### src/rtl/hil_pkg.sv
package hil_pkg;
  typedef enum logic [1:0] {PS_IDLE, PS_BODY, PS_CHECK, PS_FLUSH} parse_st_e;
  typedef enum logic [2:0] {RS_IDLE, RS_START, RS_DATA, RS_STOP, RS_WAIT} rx_st_e;

  localparam logic [7:0] COLON = 8'h3A;

  function automatic logic is_hex(input logic [7:0] c);
    return (c >= 8'h30 && c <= 8'h39) || (c >= 8'h41 && c <= 8'h46) ||
           (c >= 8'h61 && c <= 8'h66);
  endfunction

  function automatic logic [3:0] hex_val(input logic [7:0] c);
    logic [7:0] t;
    if (c <= 8'h39) t = c - 8'h30;
    else if (c <= 8'h46) t = c - 8'h37;
    else t = c - 8'h57;
    return t[3:0];
  endfunction
endpackage

### src/rtl/hil_baud.sv
module hil_baud #(
  parameter int ACC_W = 16,
  parameter int INC   = 966
) (
  input  logic clk,
  input  logic rst_n,
  output logic tick_o
);
  logic [ACC_W-1:0] acc_q, acc_d;
  logic             tick_q, tick_d;

  always_comb begin
    {tick_d, acc_d} = {1'b0, acc_q} + (ACC_W+1)'(INC);
  end

  always_ff @(posedge clk or negedge rst_n) begin
    if (!rst_n) begin
      acc_q  <= '0;
      tick_q <= 1'b0;
    end else begin
      acc_q  <= acc_d;
      tick_q <= tick_d;
    end
  end

  assign tick_o = tick_q;

  generate
    if (INC < (1 << (ACC_W-1))) begin : g_spaced
      assert_tick_spaced_R2: assert property (@(posedge clk) disable iff (!rst_n)
        tick_o |=> !tick_o);
    end
  endgenerate
endmodule

### src/rtl/hil_rx.sv
module hil_rx
  import hil_pkg::*;
(
  input  logic       clk,
  input  logic       rst_n,
  input  logic       tick_i,
  input  logic       line_i,
  output logic [7:0] byte_o,
  output logic       valid_o
);
  logic       s1_q, line_s;
  rx_st_e     st_q, st_d;
  logic [3:0] cnt_q, cnt_d;
  logic [2:0] bit_q, bit_d;
  logic [7:0] sh_q, sh_d;
  logic       vld_q, vld_d;

  always_comb begin
    st_d  = st_q;
    cnt_d = cnt_q;
    bit_d = bit_q;
    sh_d  = sh_q;
    vld_d = 1'b0;
    case (st_q)
      RS_IDLE: if (tick_i && !line_s) begin
        st_d  = RS_START;
        cnt_d = '0;
      end
      RS_START: if (tick_i) begin
        if (cnt_q == 4'd7) begin
          cnt_d = '0;
          bit_d = '0;
          st_d  = line_s ? RS_IDLE : RS_DATA;
        end else cnt_d = cnt_q + 4'd1;
      end
      RS_DATA: if (tick_i) begin
        if (cnt_q == 4'd15) begin
          cnt_d = '0;
          sh_d  = {line_s, sh_q[7:1]};
          if (bit_q == 3'd7) st_d = RS_STOP;
          else bit_d = bit_q + 3'd1;
        end else cnt_d = cnt_q + 4'd1;
      end
      RS_STOP: if (tick_i) begin
        if (cnt_q == 4'd15) begin
          if (line_s) begin
            vld_d = 1'b1;
            st_d  = RS_IDLE;
          end else st_d = RS_WAIT;
        end else cnt_d = cnt_q + 4'd1;
      end
      RS_WAIT: if (line_s) st_d = RS_IDLE;
      default: st_d = RS_IDLE;
    endcase
  end

  always_ff @(posedge clk or negedge rst_n) begin
    if (!rst_n) begin
      s1_q   <= 1'b1;
      line_s <= 1'b1;
      st_q   <= RS_IDLE;
      cnt_q  <= '0;
      bit_q  <= '0;
      sh_q   <= '0;
      vld_q  <= 1'b0;
    end else begin
      s1_q   <= line_i;
      line_s <= s1_q;
      st_q   <= st_d;
      cnt_q  <= cnt_d;
      bit_q  <= bit_d;
      sh_q   <= sh_d;
      vld_q  <= vld_d;
    end
  end

  assign byte_o  = sh_q;
  assign valid_o = vld_q;

  assert_stop_high_R3: assert property (@(posedge clk) disable iff (!rst_n)
    valid_o |-> $past(line_s));
endmodule

### src/rtl/hil_tx.sv
module hil_tx (
  input  logic       clk,
  input  logic       rst_n,
  input  logic       tick_i,
  input  logic       start_i,
  input  logic [7:0] byte_i,
  output logic       line_o
);
  logic       busy_q, busy_d;
  logic [3:0] cnt_q, cnt_d;
  logic [3:0] idx_q, idx_d;
  logic [9:0] sh_q, sh_d;

  always_comb begin
    busy_d = busy_q;
    cnt_d  = cnt_q;
    idx_d  = idx_q;
    sh_d   = sh_q;
    if (!busy_q) begin
      if (start_i) begin
        busy_d = 1'b1;
        sh_d   = {1'b1, byte_i, 1'b0};
        cnt_d  = '0;
        idx_d  = '0;
      end
    end else if (tick_i) begin
      if (cnt_q == 4'd15) begin
        cnt_d = '0;
        sh_d  = {1'b1, sh_q[9:1]};
        if (idx_q == 4'd9) busy_d = 1'b0;
        else idx_d = idx_q + 4'd1;
      end else cnt_d = cnt_q + 4'd1;
    end
  end

  always_ff @(posedge clk or negedge rst_n) begin
    if (!rst_n) begin
      busy_q <= 1'b0;
      cnt_q  <= '0;
      idx_q  <= '0;
      sh_q   <= '1;
    end else begin
      busy_q <= busy_d;
      cnt_q  <= cnt_d;
      idx_q  <= idx_d;
      sh_q   <= sh_d;
    end
  end

  assign line_o = busy_q ? sh_q[0] : 1'b1;

  assert_stop_bit_R2: assert property (@(posedge clk) disable iff (!rst_n)
    (busy_q && idx_q == 4'd9) |-> line_o);
endmodule

### src/rtl/hil_parser.sv
module hil_parser
  import hil_pkg::*;
#(
  parameter int         AW        = 13,
  parameter int         MAX_BYTES = 16,
  parameter logic [7:0] ERR_CHAR  = 8'h3F,
  parameter logic [7:0] ACK_CHAR  = 8'h2B
) (
  input  logic          clk,
  input  logic          rst_n,
  input  logic [7:0]    rx_byte_i,
  input  logic          rx_valid_i,
  output logic          tx_start_o,
  output logic [7:0]    tx_byte_o,
  output logic [AW-1:0] pm_addr_o,
  output logic [13:0]   pm_data_o,
  output logic          pm_we_o,
  output logic          hold_o
);
  localparam int IX_W = $clog2(MAX_BYTES);
  localparam int MAXW = MAX_BYTES / 2;
  localparam int FL_W = IX_W - 1;

  parse_st_e                 st_q, st_d;
  logic [3:0]                hi_q, hi_d;
  logic                      nib_q, nib_d;
  logic [7:0]                bidx_q, bidx_d;
  logic [7:0]                cnt_q, cnt_d;
  logic [7:0]                ahi_q, ahi_d;
  logic [AW-1:0]             base_q, base_d;
  logic [7:0]                type_q, type_d;
  logic [7:0]                sum_q, sum_d;
  logic [MAXW-1:0][13:0]     buf_q, buf_d;
  logic [FL_W-1:0]           fl_q, fl_d;
  logic                      hold_q, hold_d;
  logic                      txr_q, txr_d;
  logic [7:0]                txb_q, txb_d;

  logic [7:0]      byte_v;
  logic [7:0]      data_k;
  logic [FL_W-1:0] widx;
  logic [7:0]      last_w;

  assign byte_v = {hi_q, hex_val(rx_byte_i)};
  assign data_k = bidx_q - 8'd4;
  assign widx   = data_k[IX_W-1:1];
  assign last_w = ((cnt_q + 8'd1) >> 1) - 8'd1;

  always_comb begin
    st_d   = st_q;
    hi_d   = hi_q;
    nib_d  = nib_q;
    bidx_d = bidx_q;
    cnt_d  = cnt_q;
    ahi_d  = ahi_q;
    base_d = base_q;
    type_d = type_q;
    sum_d  = sum_q;
    buf_d  = buf_q;
    fl_d   = fl_q;
    hold_d = hold_q;
    txr_d  = 1'b0;
    txb_d  = txb_q;
    case (st_q)
      PS_IDLE: if (rx_valid_i && rx_byte_i == COLON) begin
        st_d   = PS_BODY;
        bidx_d = '0;
        sum_d  = '0;
        nib_d  = 1'b0;
        hold_d = 1'b1;
        buf_d  = '0;
      end
      PS_BODY: if (rx_valid_i) begin
        if (rx_byte_i == COLON) begin
          bidx_d = '0;
          sum_d  = '0;
          nib_d  = 1'b0;
          buf_d  = '0;
        end else if (!is_hex(rx_byte_i)) begin
          st_d  = PS_IDLE;
          txr_d = 1'b1;
          txb_d = ERR_CHAR;
        end else if (!nib_q) begin
          hi_d  = hex_val(rx_byte_i);
          nib_d = 1'b1;
        end else begin
          nib_d  = 1'b0;
          sum_d  = sum_q + byte_v;
          bidx_d = bidx_q + 8'd1;
          case (bidx_q)
            8'd0: begin
              cnt_d = byte_v;
              if (byte_v > 8'(MAX_BYTES)) begin
                st_d  = PS_IDLE;
                txr_d = 1'b1;
                txb_d = ERR_CHAR;
              end
            end
            8'd1: ahi_d = byte_v;
            8'd2: base_d = AW'({ahi_q, byte_v} >> 1);
            8'd3: type_d = byte_v;
            default: begin
              if (bidx_q == cnt_q + 8'd4) st_d = PS_CHECK;
              else if (!data_k[0]) buf_d[widx] = {6'd0, byte_v};
              else buf_d[widx][13:8] = byte_v[5:0];
            end
          endcase
        end
      end
      PS_CHECK: begin
        st_d = PS_IDLE;
        fl_d = '0;
        if (sum_q != 8'd0) begin
          txr_d = 1'b1;
          txb_d = ERR_CHAR;
        end else if (type_q == 8'h00) begin
          if (cnt_q != 8'd0) st_d = PS_FLUSH;
        end else if (type_q == 8'h01) begin
          hold_d = 1'b0;
          txr_d  = 1'b1;
          txb_d  = ACK_CHAR;
        end
      end
      PS_FLUSH: begin
        fl_d = fl_q + 1'b1;
        if (8'(fl_q) == last_w) st_d = PS_IDLE;
      end
      default: st_d = PS_IDLE;
    endcase
  end

  always_ff @(posedge clk or negedge rst_n) begin
    if (!rst_n) begin
      st_q   <= PS_IDLE;
      hi_q   <= '0;
      nib_q  <= 1'b0;
      bidx_q <= '0;
      cnt_q  <= '0;
      ahi_q  <= '0;
      base_q <= '0;
      type_q <= '0;
      sum_q  <= '0;
      buf_q  <= '0;
      fl_q   <= '0;
      hold_q <= 1'b0;
      txr_q  <= 1'b0;
      txb_q  <= '0;
    end else begin
      st_q   <= st_d;
      hi_q   <= hi_d;
      nib_q  <= nib_d;
      bidx_q <= bidx_d;
      cnt_q  <= cnt_d;
      ahi_q  <= ahi_d;
      base_q <= base_d;
      type_q <= type_d;
      sum_q  <= sum_d;
      buf_q  <= buf_d;
      fl_q   <= fl_d;
      hold_q <= hold_d;
      txr_q  <= txr_d;
      txb_q  <= txb_d;
    end
  end

  assign pm_we_o    = (st_q == PS_FLUSH);
  assign pm_addr_o  = base_q + AW'(fl_q);
  assign pm_data_o  = buf_q[fl_q];
  assign hold_o     = hold_q;
  assign tx_start_o = txr_q;
  assign tx_byte_o  = txb_q;

  assert_write_held_R11: assert property (@(posedge clk) disable iff (!rst_n)
    pm_we_o |-> hold_o);
  assert_addr_step_R6: assert property (@(posedge clk) disable iff (!rst_n)
    (pm_we_o && $past(pm_we_o)) |-> pm_addr_o == $past(pm_addr_o) + AW'(1));
  assert_reply_no_write_R7: assert property (@(posedge clk) disable iff (!rst_n)
    tx_start_o |-> !pm_we_o);
endmodule

### src/rtl/hex_image_loader.sv
module hex_image_loader #(
  parameter int         ACC_W     = 16,
  parameter int         INC       = 966,
  parameter int         AW        = 13,
  parameter int         MAX_BYTES = 16,
  parameter logic [7:0] ERR_CHAR  = 8'h3F,
  parameter logic [7:0] ACK_CHAR  = 8'h2B
) (
  input  logic          clk,
  input  logic          rst_n,
  input  logic          ser_rx_i,
  output logic          ser_tx_o,
  output logic [AW-1:0] pm_addr_o,
  output logic [13:0]   pm_data_o,
  output logic          pm_we_o,
  output logic          cpu_hold_o
);
  logic       tick;
  logic [7:0] rx_byte;
  logic       rx_valid;
  logic       tx_start;
  logic [7:0] tx_byte;

  hil_baud #(.ACC_W(ACC_W), .INC(INC)) u_baud (
    .clk(clk), .rst_n(rst_n), .tick_o(tick));

  hil_rx u_rx (
    .clk(clk), .rst_n(rst_n), .tick_i(tick), .line_i(ser_rx_i),
    .byte_o(rx_byte), .valid_o(rx_valid));

  hil_parser #(.AW(AW), .MAX_BYTES(MAX_BYTES), .ERR_CHAR(ERR_CHAR),
               .ACK_CHAR(ACK_CHAR)) u_parser (
    .clk(clk), .rst_n(rst_n), .rx_byte_i(rx_byte), .rx_valid_i(rx_valid),
    .tx_start_o(tx_start), .tx_byte_o(tx_byte), .pm_addr_o(pm_addr_o),
    .pm_data_o(pm_data_o), .pm_we_o(pm_we_o), .hold_o(cpu_hold_o));

  hil_tx u_tx (
    .clk(clk), .rst_n(rst_n), .tick_i(tick), .start_i(tx_start),
    .byte_i(tx_byte), .line_o(ser_tx_o));
endmodule

### config.mk
export PLATFORM = sky130hd
export DESIGN_NAME = hex_image_loader
export DESIGN_NICKNAME = d
export VERILOG_FILES = /design/src/rtl/hil_pkg.sv /design/src/rtl/hil_baud.sv /design/src/rtl/hil_rx.sv /design/src/rtl/hil_tx.sv /design/src/rtl/hil_parser.sv /design/src/rtl/hex_image_loader.sv
export SDC_FILE = /design/constraint.sdc
export NUM_CORES = 1
export LEC_CHECK = 0
export ABC_AREA = 0
export BUFFER_PORTS_ARGS = -buffer_cell sky130_fd_sc_hd__buf_4
export CELL_PAD_IN_SITES_DETAIL_PLACEMENT = 1
export CELL_PAD_IN_SITES_GLOBAL_PLACEMENT = 1
export CORE_ASPECT_RATIO = 1.1
export CORE_MARGIN = 1
export CORE_UTILIZATION = 45
export CTS_BUF_LIST = sky130_fd_sc_hd__clkbuf_16
export DETAILED_ROUTE_END_ITERATION = 6
export GPL_TIMING_DRIVEN = 0
export MAX_ROUTING_LAYER = met4
export PLACE_DENSITY = 0.83
export SYNTH_ARGS = -nofsm -noshare
export SYNTH_HDL_FRONTEND = slang
export SYNTH_HIERARCHICAL = 1
export SYNTH_SLANG_ARGS = --single-unit
export TNS_END_PERCENT = 50
### constraint.sdc
create_clock -name clk -period 6.25 [get_ports clk]
set_clock_uncertainty 0.1 [all_clocks]
set_input_delay 1.5625 -clock clk [delete_from_list [all_inputs] [get_ports clk]]
set_output_delay 1.5625 -clock clk [all_outputs]
set_load 0.03 [all_outputs]
==> results.py, run 1 <==
metrics = {
    "clocking": {
        "cts_root_buffer": "clkbuf_16",
        "post_cts_resized": 0,
        "cts_tree": "built",
        "htreeDepth": 1,
        "clk_path_buf_depth": 3,
        "cts_setup_buffers": 0,
        "worstSkewPairLatency_ns": 0.55,
        "path_clk_slew_ns": 0.06,
        "cts_hold_buf": 0,
        "clock_sinks": 232,
        "cts_made_buffers": 26,
    },
    "worst_setup_path": {
        "cp-start-kind": "flip-flop",
        "path_max_fanout": 10,
        "cp_data_required_time_ns": 4.59,
        "cp-end-kind": "output pin",
        "crit_arrival_ns": 3.87,
        "path_class": "reg -> out",
        "worst-r2r-setup-slack_ns": 1.82,
    },
    "floorplan": {
        "die_x_um": 158,
        "fp.coreArea_um2": 26300,
        "rows": 62,
        "start_util": 0.460,
        "ios": 33,
        "die_h_um": 174,
        "dieArea_um2": 27500,
    },
    "yosys": {
        "yosysWarnings": 6,
        "synth.avg_cell_area_um2": 11.6,
        "synth-seq-area-share": 0.481,
        "synth_cell_types": 84,
        "ys.flop_type": "dfrtp_1",
        "synth_edf_count": 0,
        "netlist_area_um2": 12100,
        "syn_inst": 1047,
        "synth-seq-cells": 232,
        "synthArstFlopShare": 1.00,
    },
    "place": {
        "io_buffers": 32,
        "hpwlAfterDp_um": 22100,
        "place_congestion": 0.833,
    },
    "sta": {
        "setup-tns-final_ns": 0,
        "finalSetupViolations": 0,
        "max_freq_mhz": 181,
        "finalHoldViolCount": 0,
        "final_max_slew_viol_count": 0,
        "finalCritPeriodShare": 0.885,
        "worst_pin_slew_ns": 1.23,
        "slew_headroom": 0.174,
        "rsz0062_at_grt": "no",
        "finalCriticalPeriod_ns": 5.53,
    },
    "layout": {
        "layout.nets": 1151,
        "layout_common_cells": "dfrtp_1, nand2_1, mux2_2",
        "drive_above_1_share": 0.204,
        "fillers": 2749,
        "layout_commonest_cell": "dfrtp_1",
        "multi_input_comb_area_um2": 5830,
        "syn_to_final_growth_pct": 13.6,
        "register_area_um2": 5820,
        "fin_util": 0.522,
    },
    "power": {
        "clkPwrFrac": 0.507,
        "switching_share": 0.218,
        "peakVddDrop_mv": 0.240,
        "intPower_mw": 2.44,
        "pwr-share-comb": 0.012,
        "switching_power_uw": 681,
        "seqPwrFrac": 0.482,
        "power_density_nw_per_um2": 227,
        "p_leak_nw": 6.18,
    },
    "drt": {
        "vias": 8885,
        "drt-initial-drc-count": 465,
        "finalWirelength_um": 31600,
        "via_per_inst": 5.99,
        "dr.pass1.iters": 5,
        "wl_per_cell_um": 21.3,
        "drc": 0,
        "ant_nets": 0,
    },
    "grt": {
        "gr-total-overflow": 0,
        "grt_pass1_wl_um": 52100,
        "grt_max_degree": 104,
        "gr-usage-all-layers": 0.246,
        "grt_pass1_vias": 9771,
        "antenna_found_initial": 1,
    },
    "hold_path": {
        "hold_class": "reg -> reg",
    },
    "status": {
        "outcome": "finished clean",
    },
    "flow_run": {
        "maxCapViolations": 0,
    },
}
[cell usage after synthesis, types with 5 or more instances]
cell type | n | share of area
a21oi_1 | 25 | 0.010
mux2i_1 | 5 | 0.0041
o31ai_1 | 5 | 0.0031
o21ai_0 | 43 | 0.018
nand3_4 | 5 | 0.0072
and3_1 | 10 | 0.0052
o21ai_2 | 8 | 0.0058
o22ai_1 | 5 | 0.0026
buf_6 | 7 | 0.0065
ha_1 | 36 | 0.037
or4_1 | 6 | 0.0037
a31oi_1 | 6 | 0.0031
nand2b_1 | 8 | 0.0041
o21ai_1 | 14 | 0.0058
nor2_1 | 40 | 0.012
nor4_1 | 14 | 0.0072
a21o_1 | 8 | 0.0050
nand4_1 | 9 | 0.0047
nand2_1 | 99 | 0.031
mux2_2 | 49 | 0.046
a22o_1 | 34 | 0.025
a32o_1 | 32 | 0.026
mux2_4 | 8 | 0.0099
inv_1 | 45 | 0.014
buf_2 | 9 | 0.0037
buf_1 | 6 | 0.0019
and2_1 | 10 | 0.0052
nor2b_1 | 11 | 0.0057
o2bb2ai_1 | 48 | 0.035
dfrtp_1 | 221 | 0.46
nand3_1 | 20 | 0.0083
mux4_2 | 28 | 0.052
dfstp_2 | 11 | 0.024
nor3_1 | 8 | 0.0033
buf_4 | 9 | 0.0056
clkbuf_1 | 18 | 0.0056
xor2_1 | 25 | 0.018
xnor2_1 | 30 | 0.022
[power by group through the flow]
stage	combinational [mW]	sequential (mW)	clock [mW]
detailed placement	0.0382	1.53	0
finish	0.0362	1.50	1.58
global placement	0.0323	1.53	0
global route	0.0428	1.50	1.67
floorplan	0.00168	1.53	0
CTS	0.0383	1.50	1.61
[worst max-delay path, cell delays in order, from the launching register on]
cell and delay, ns:
dfrtp_1 0.47, buf_1 0.55, clkbuf_1 0.59, inv_1 0.24, fa_1 0.49, inv_1 0.07, a21o_1 0.15, nor2b_1 0.27
nand4_1 0.16, xnor2_1 0.15, buf_4 0.18
[metrics by stage]
stage                     hold WS, ns  power, mW  instance area (um2)  worst slack [ns]  std cells
final                           0.263       3.12                13700             0.721       1483
after global routing            0.264       3.21                13700             0.551       1483
after CTS                       0.264       3.16                13700             0.675       1482
after detailed placement        0.255       1.57                12800              1.26       1434
after global placement          0.250       1.56                12800              1.38       1432
after floorplan                 0.245       1.53                12100              1.92       1048
[final timing paths]
check | start | end | depth (start not counted)
min in group asynchronous | rst_n | u_parser/tx_byte_o[3] | 1
min reg2reg | u_rx/s1_q | u_rx/line_s | 0
max in group asynchronous | rst_n | u_parser/buf_q[44] | 3
max reg2reg | u_rx/byte_o[0] | u_parser/sum_q[6] | 15
max | u_parser/fl_q[1] | pm_addr_o[12] | 10
min | u_rx/s1_q | u_rx/line_s | 0
[flip-flops by register name (all words and copies together), names as in the netlist, 3 cells and up]
register,flops
u_rx/st_q,3
u_rx/cnt_q,4
u_parser/cnt_q,8
u_parser/fl_q,3
u_parser/sum_q,8
u_rx/byte_o,8
u_tx/idx_q,4
u_tx/cnt_q,4
u_parser/hi_q,4
u_baud/acc_q,15
u_rx/bit_q,3
u_parser/type_q,8
u_tx/sh_q,9
u_parser/buf_q,112
u_parser/bidx_q,8
u_parser/base_q,13
u_parser/ahi_q,6
[layout make-up]
| class | instances | share of cell area |
|---|---|---|
| plain buffers | 49 | 0.0205 |
| multi-input cells | 721 | 0.424 |
| clock inverters | 22 | 0.0175 |
| repair buffers | 34 | 0.0220 |
| diodes | 1 | 0.000182 |
| flip-flops and latches | 232 | 0.424 |
| inverters | 46 | 0.0126 |
| well taps | 352 | 0.0321 |
| clock buffers | 26 | 0.0474 |
[logic make-up (layout without fill, tap and decap cells)]
logic type | Yosys count | count (layout) | synth area share
other | 1 | 3 | 0.000310
adders and majority gates | 38 | 38 | 0.0405
buffers and inverters | 95 | 177 | 0.0375
muxes | 90 | 90 | 0.112
and+or+nand+nor | 269 | 269 | 0.119
xor gates and xnor gates | 55 | 55 | 0.0398
DFF | 232 | 232 | 0.481
AOI/OAI and AO/OA | 267 | 267 | 0.170
[metal layers]
| layer | global-route usage | up-vias | routed length, um |
|---|---|---|---|
| li1 | - | 4024 | - |
| met1 | 0.309 | 4596 | 13500 |
| met4 | 0.0749 | 0 | 829 |
| met3 | 0.0337 | 70 | 1280 |
| met5 | - | - | 0 |
| met2 | 0.410 | 195 | 16000 |
(Power assumes the default switching activity.)
==> inputs of run 2 (changes only) <==
--- a/config.mk
+++ b/config.mk
@@ -10,13 +10,14 @@
 export CELL_PAD_IN_SITES_DETAIL_PLACEMENT = 1
 export CELL_PAD_IN_SITES_GLOBAL_PLACEMENT = 1
 export CORE_ASPECT_RATIO = 1.1
-export CORE_MARGIN = 1
+export CORE_MARGIN = 1.5
 export CORE_UTILIZATION = 45
 export CTS_BUF_LIST = sky130_fd_sc_hd__clkbuf_16
 export DETAILED_ROUTE_END_ITERATION = 6
 export GPL_TIMING_DRIVEN = 0
 export MAX_ROUTING_LAYER = met4
 export PLACE_DENSITY = 0.83
+export RECOVER_POWER = 50
 export SYNTH_ARGS = -nofsm -noshare
 export SYNTH_HDL_FRONTEND = slang
 export SYNTH_HIERARCHICAL = 1
==> constraint.sdc (replaced) <==
create_clock -name clk -period 5.3 [get_ports clk]
set_clock_uncertainty 0.1 [all_clocks]
set_input_delay 1.325 -clock clk [delete_from_list [all_inputs] [get_ports clk]]
set_output_delay 1.325 -clock clk [all_outputs]
set_load 0.03 [all_outputs]
==> run 2 against run 1 <==
The run now ends with capacitance limit, slew limit left; core utilization is 0.33 points lower; critical path depth is the same; die area is 1.2% higher; global-route usage shrank 0.66 points; clock-buffer cell count unchanged.
==> results.py, run 2 (same netlist as run 1, synthesis figures left out) <==
metrics = {
    "floorplan": {
        "die_x_um": 159,
        "ios": 33,
        "die_h_um": 175,
        "rows": 62,
        "start_util": 0.460,
        "dieArea_um2": 27900,
        "fp.coreArea_um2": 26300,
    },
    "layout": {
        "reg.largest.list": "u_parser/buf_q: 112 flops, u_baud/acc_q: 15 flops, u_parser/base_q: 13 flops",
        "fillers": 2748,
        "multi_input_comb_area_um2": 5780,
        "drive_above_1_share": 0.190,
        "syn_to_final_growth_pct": 12.8,
        "top_register": "u_parser/buf_q",
        "layout.nets": 1150,
        "layout_commonest_cell": "dfrtp_1",
        "antennaDiodeCount": 0,
        "register_area_um2": 5820,
        "largest_reg_flops": 112,
        "stdcell_area_um2": 13700,
        "layout_common_cells": "dfrtp_1, nand2_1, mux2_2",
    },
    "drt": {
        "via_per_inst": 6.04,
        "dr.pass1.iters": 5,
        "wl_per_cell_um": 21.3,
        "finalWirelength_um": 31600,
        "ant_nets": 0,
        "drc": 0,
        "drt-initial-drc-count": 499,
        "vias": 8933,
    },
    "worst_setup_path": {
        "cp-end-kind": "output pin",
        "max_stage_delay_ns": 0.61,
        "path_max_fanout": 10,
        "r2r-start": "u_parser/bidx_q[0]",
        "worst-r2r-setup-slack_ns": 1.11,
        "path_cells": "clkbuf_1 -> clkbuf_2 -> inv_1 -> fa_1 -> inv_1 -> a21o_1 -> nor2b_1 -> nand4_1 -> xnor2_1 -> buf_4",
        "reg2reg_to": "u_parser/buf_q[64]",
        "reg2regPathDepth": 10,
        "path_class": "reg -> out",
        "critical_path.top_delay_family": "buffers and inverters",
        "worst-path-buf-inv": 5,
        "crit_arrival_ns": 3.64,
        "cp_slowest_cell": "clkbuf_1",
        "cp_data_required_time_ns": 3.88,
        "cpMostUsedCell": "inv_1",
        "cp-start-kind": "flip-flop",
    },
    "status": {
        "failed_checks": "capacitance limit, slew limit",
        "outcome": "finished with violations",
    },
    "power": {
        "pwr-share-comb": 0.010,
        "switching_power_uw": 801,
        "seqPwrFrac": 0.477,
        "peakVddDrop_mv": 0.267,
        "intPower_mw": 2.92,
        "p_leak_nw": 6.17,
        "power_density_nw_per_um2": 273,
        "clkPwrFrac": 0.513,
        "switching_share": 0.215,
    },
    "clocking": {
        "clock_sinks": 232,
        "worstSkewPairLatency_ns": 0.55,
        "cts_root_buffer": "clkbuf_16",
        "cts_tree": "built",
        "post_cts_resized": 1,
        "clk_path_buf_depth": 3,
        "path_clk_slew_ns": 0.06,
        "cts_setup_buffers": 0,
        "cts_hold_buf": 0,
        "cts_made_buffers": 26,
        "htreeDepth": 1,
    },
    "sta": {
        "finalCriticalPeriod_ns": 5.07,
        "worst_pin_slew_ns": 2.79,
        "setup-tns-final_ns": 0,
        "final_max_slew_viol_count": 109,
        "rsz0062_at_grt": "no",
        "slew_headroom": -0.859,
        "finalCritPeriodShare": 0.956,
        "finalSetupViolations": 0,
        "max_freq_mhz": 197,
        "finalHoldViolCount": 0,
    },
    "grt": {
        "gr-usage-all-layers": 0.239,
        "grt_max_degree": 125,
        "grt_pass1_vias": 9682,
        "antenna_found_initial": 0,
        "grt.met2_usage": 0.404,
        "grt_util_met3": 0.0214,
        "gr-total-overflow": 0,
        "met1_usage": 0.308,
        "grt_pass1_wl_um": 52500,
        "grt_busiest_layer": "met2",
    },
    "hold_path": {
        "hold_class": "reg -> reg",
        "min_path_cells": 0,
        "hold_end": "u_rx/line_s",
        "hold_start": "u_rx/s1_q",
    },
    "place": {
        "place_congestion": 0.829,
        "dpl_cell_area_um2": 12800,
        "io_buffers": 32,
        "hpwlAfterDp_um": 22000,
    },
    "flow_run": {
        "maxCapViolations": 1,
    },
}
## run 2: worst max-delay path by stage
stage / end / start / cells past startpoint
after floorplan: pm_addr_o[12] / u_parser/fl_q[1] / 9
after global placement: pm_addr_o[12] / u_parser/fl_q[1] / 10
after detailed placement: pm_addr_o[12] / u_parser/fl_q[1] / 10
after CTS: pm_addr_o[12] / u_parser/fl_q[1] / 10
after global routing: pm_addr_o[12] / u_parser/fl_q[1] / 10
final: pm_addr_o[12] / u_parser/fl_q[1] / 10
## run 2: area by class of cell
type / count / area share
flip-flops and latches: 232 / 0.426
multi-input cells: 721 / 0.423
repair buffers: 33 / 0.0194
plain buffers: 49 / 0.0198
clock buffers: 26 / 0.0477
inverters: 46 / 0.0126
clock inverters: 21 / 0.0186
well taps: 352 / 0.0323
## run 2: worst reg2reg max path, stage by stage, from the launching register on
cell and delay [ns]:
dfrtp_1 0.53, clkbuf_1 0.42, buf_1 0.65, inv_1 0.16, ha_1 0.26, o311ai_0 0.36, and2_1 0.19, o21ai_1 0.20
a21oi_2 0.43, nand4_1 0.44, o2bb2ai_1 0.37
## run 2: metal layers
metal,wire (um),part of all wire,up-vias
li1,-,-,4029
met1,13900,0.44,4684
met2,16000,0.51,155
met3,867,0.027,65
met4,813,0.026,0
met5,0,0,-
## run 2: power groups by stage
stage	clock, mW	combinational (mW)	sequential, mW
2_1_floorplan	0	0.00198	1.81
3_3_place_gp	0	0.0384	1.81
3_5_place_dp	0	0.0428	1.81
4_1_cts	1.95	0.0427	1.77
5_1_grt	2.02	0.0459	1.77
6_report	1.91	0.0389	1.77
## run 2: per-stage QoR
step | setup WS [ns] | power (mW) | util | hold slack (ns) | instances
global route | 0.0372 | 3.84 | 0.519 | 0.267 | 1480
detailed placement | 0.566 | 1.85 | 0.487 | 0.257 | 1433
CTS | 0.199 | 3.76 | 0.522 | 0.267 | 1480
finish | 0.231 | 3.72 | 0.519 | 0.262 | 1480
floorplan | 1.20 | 1.81 | - | 0.245 | 1048
global placement | 0.604 | 1.84 | 0.486 | 0.253 | 1432
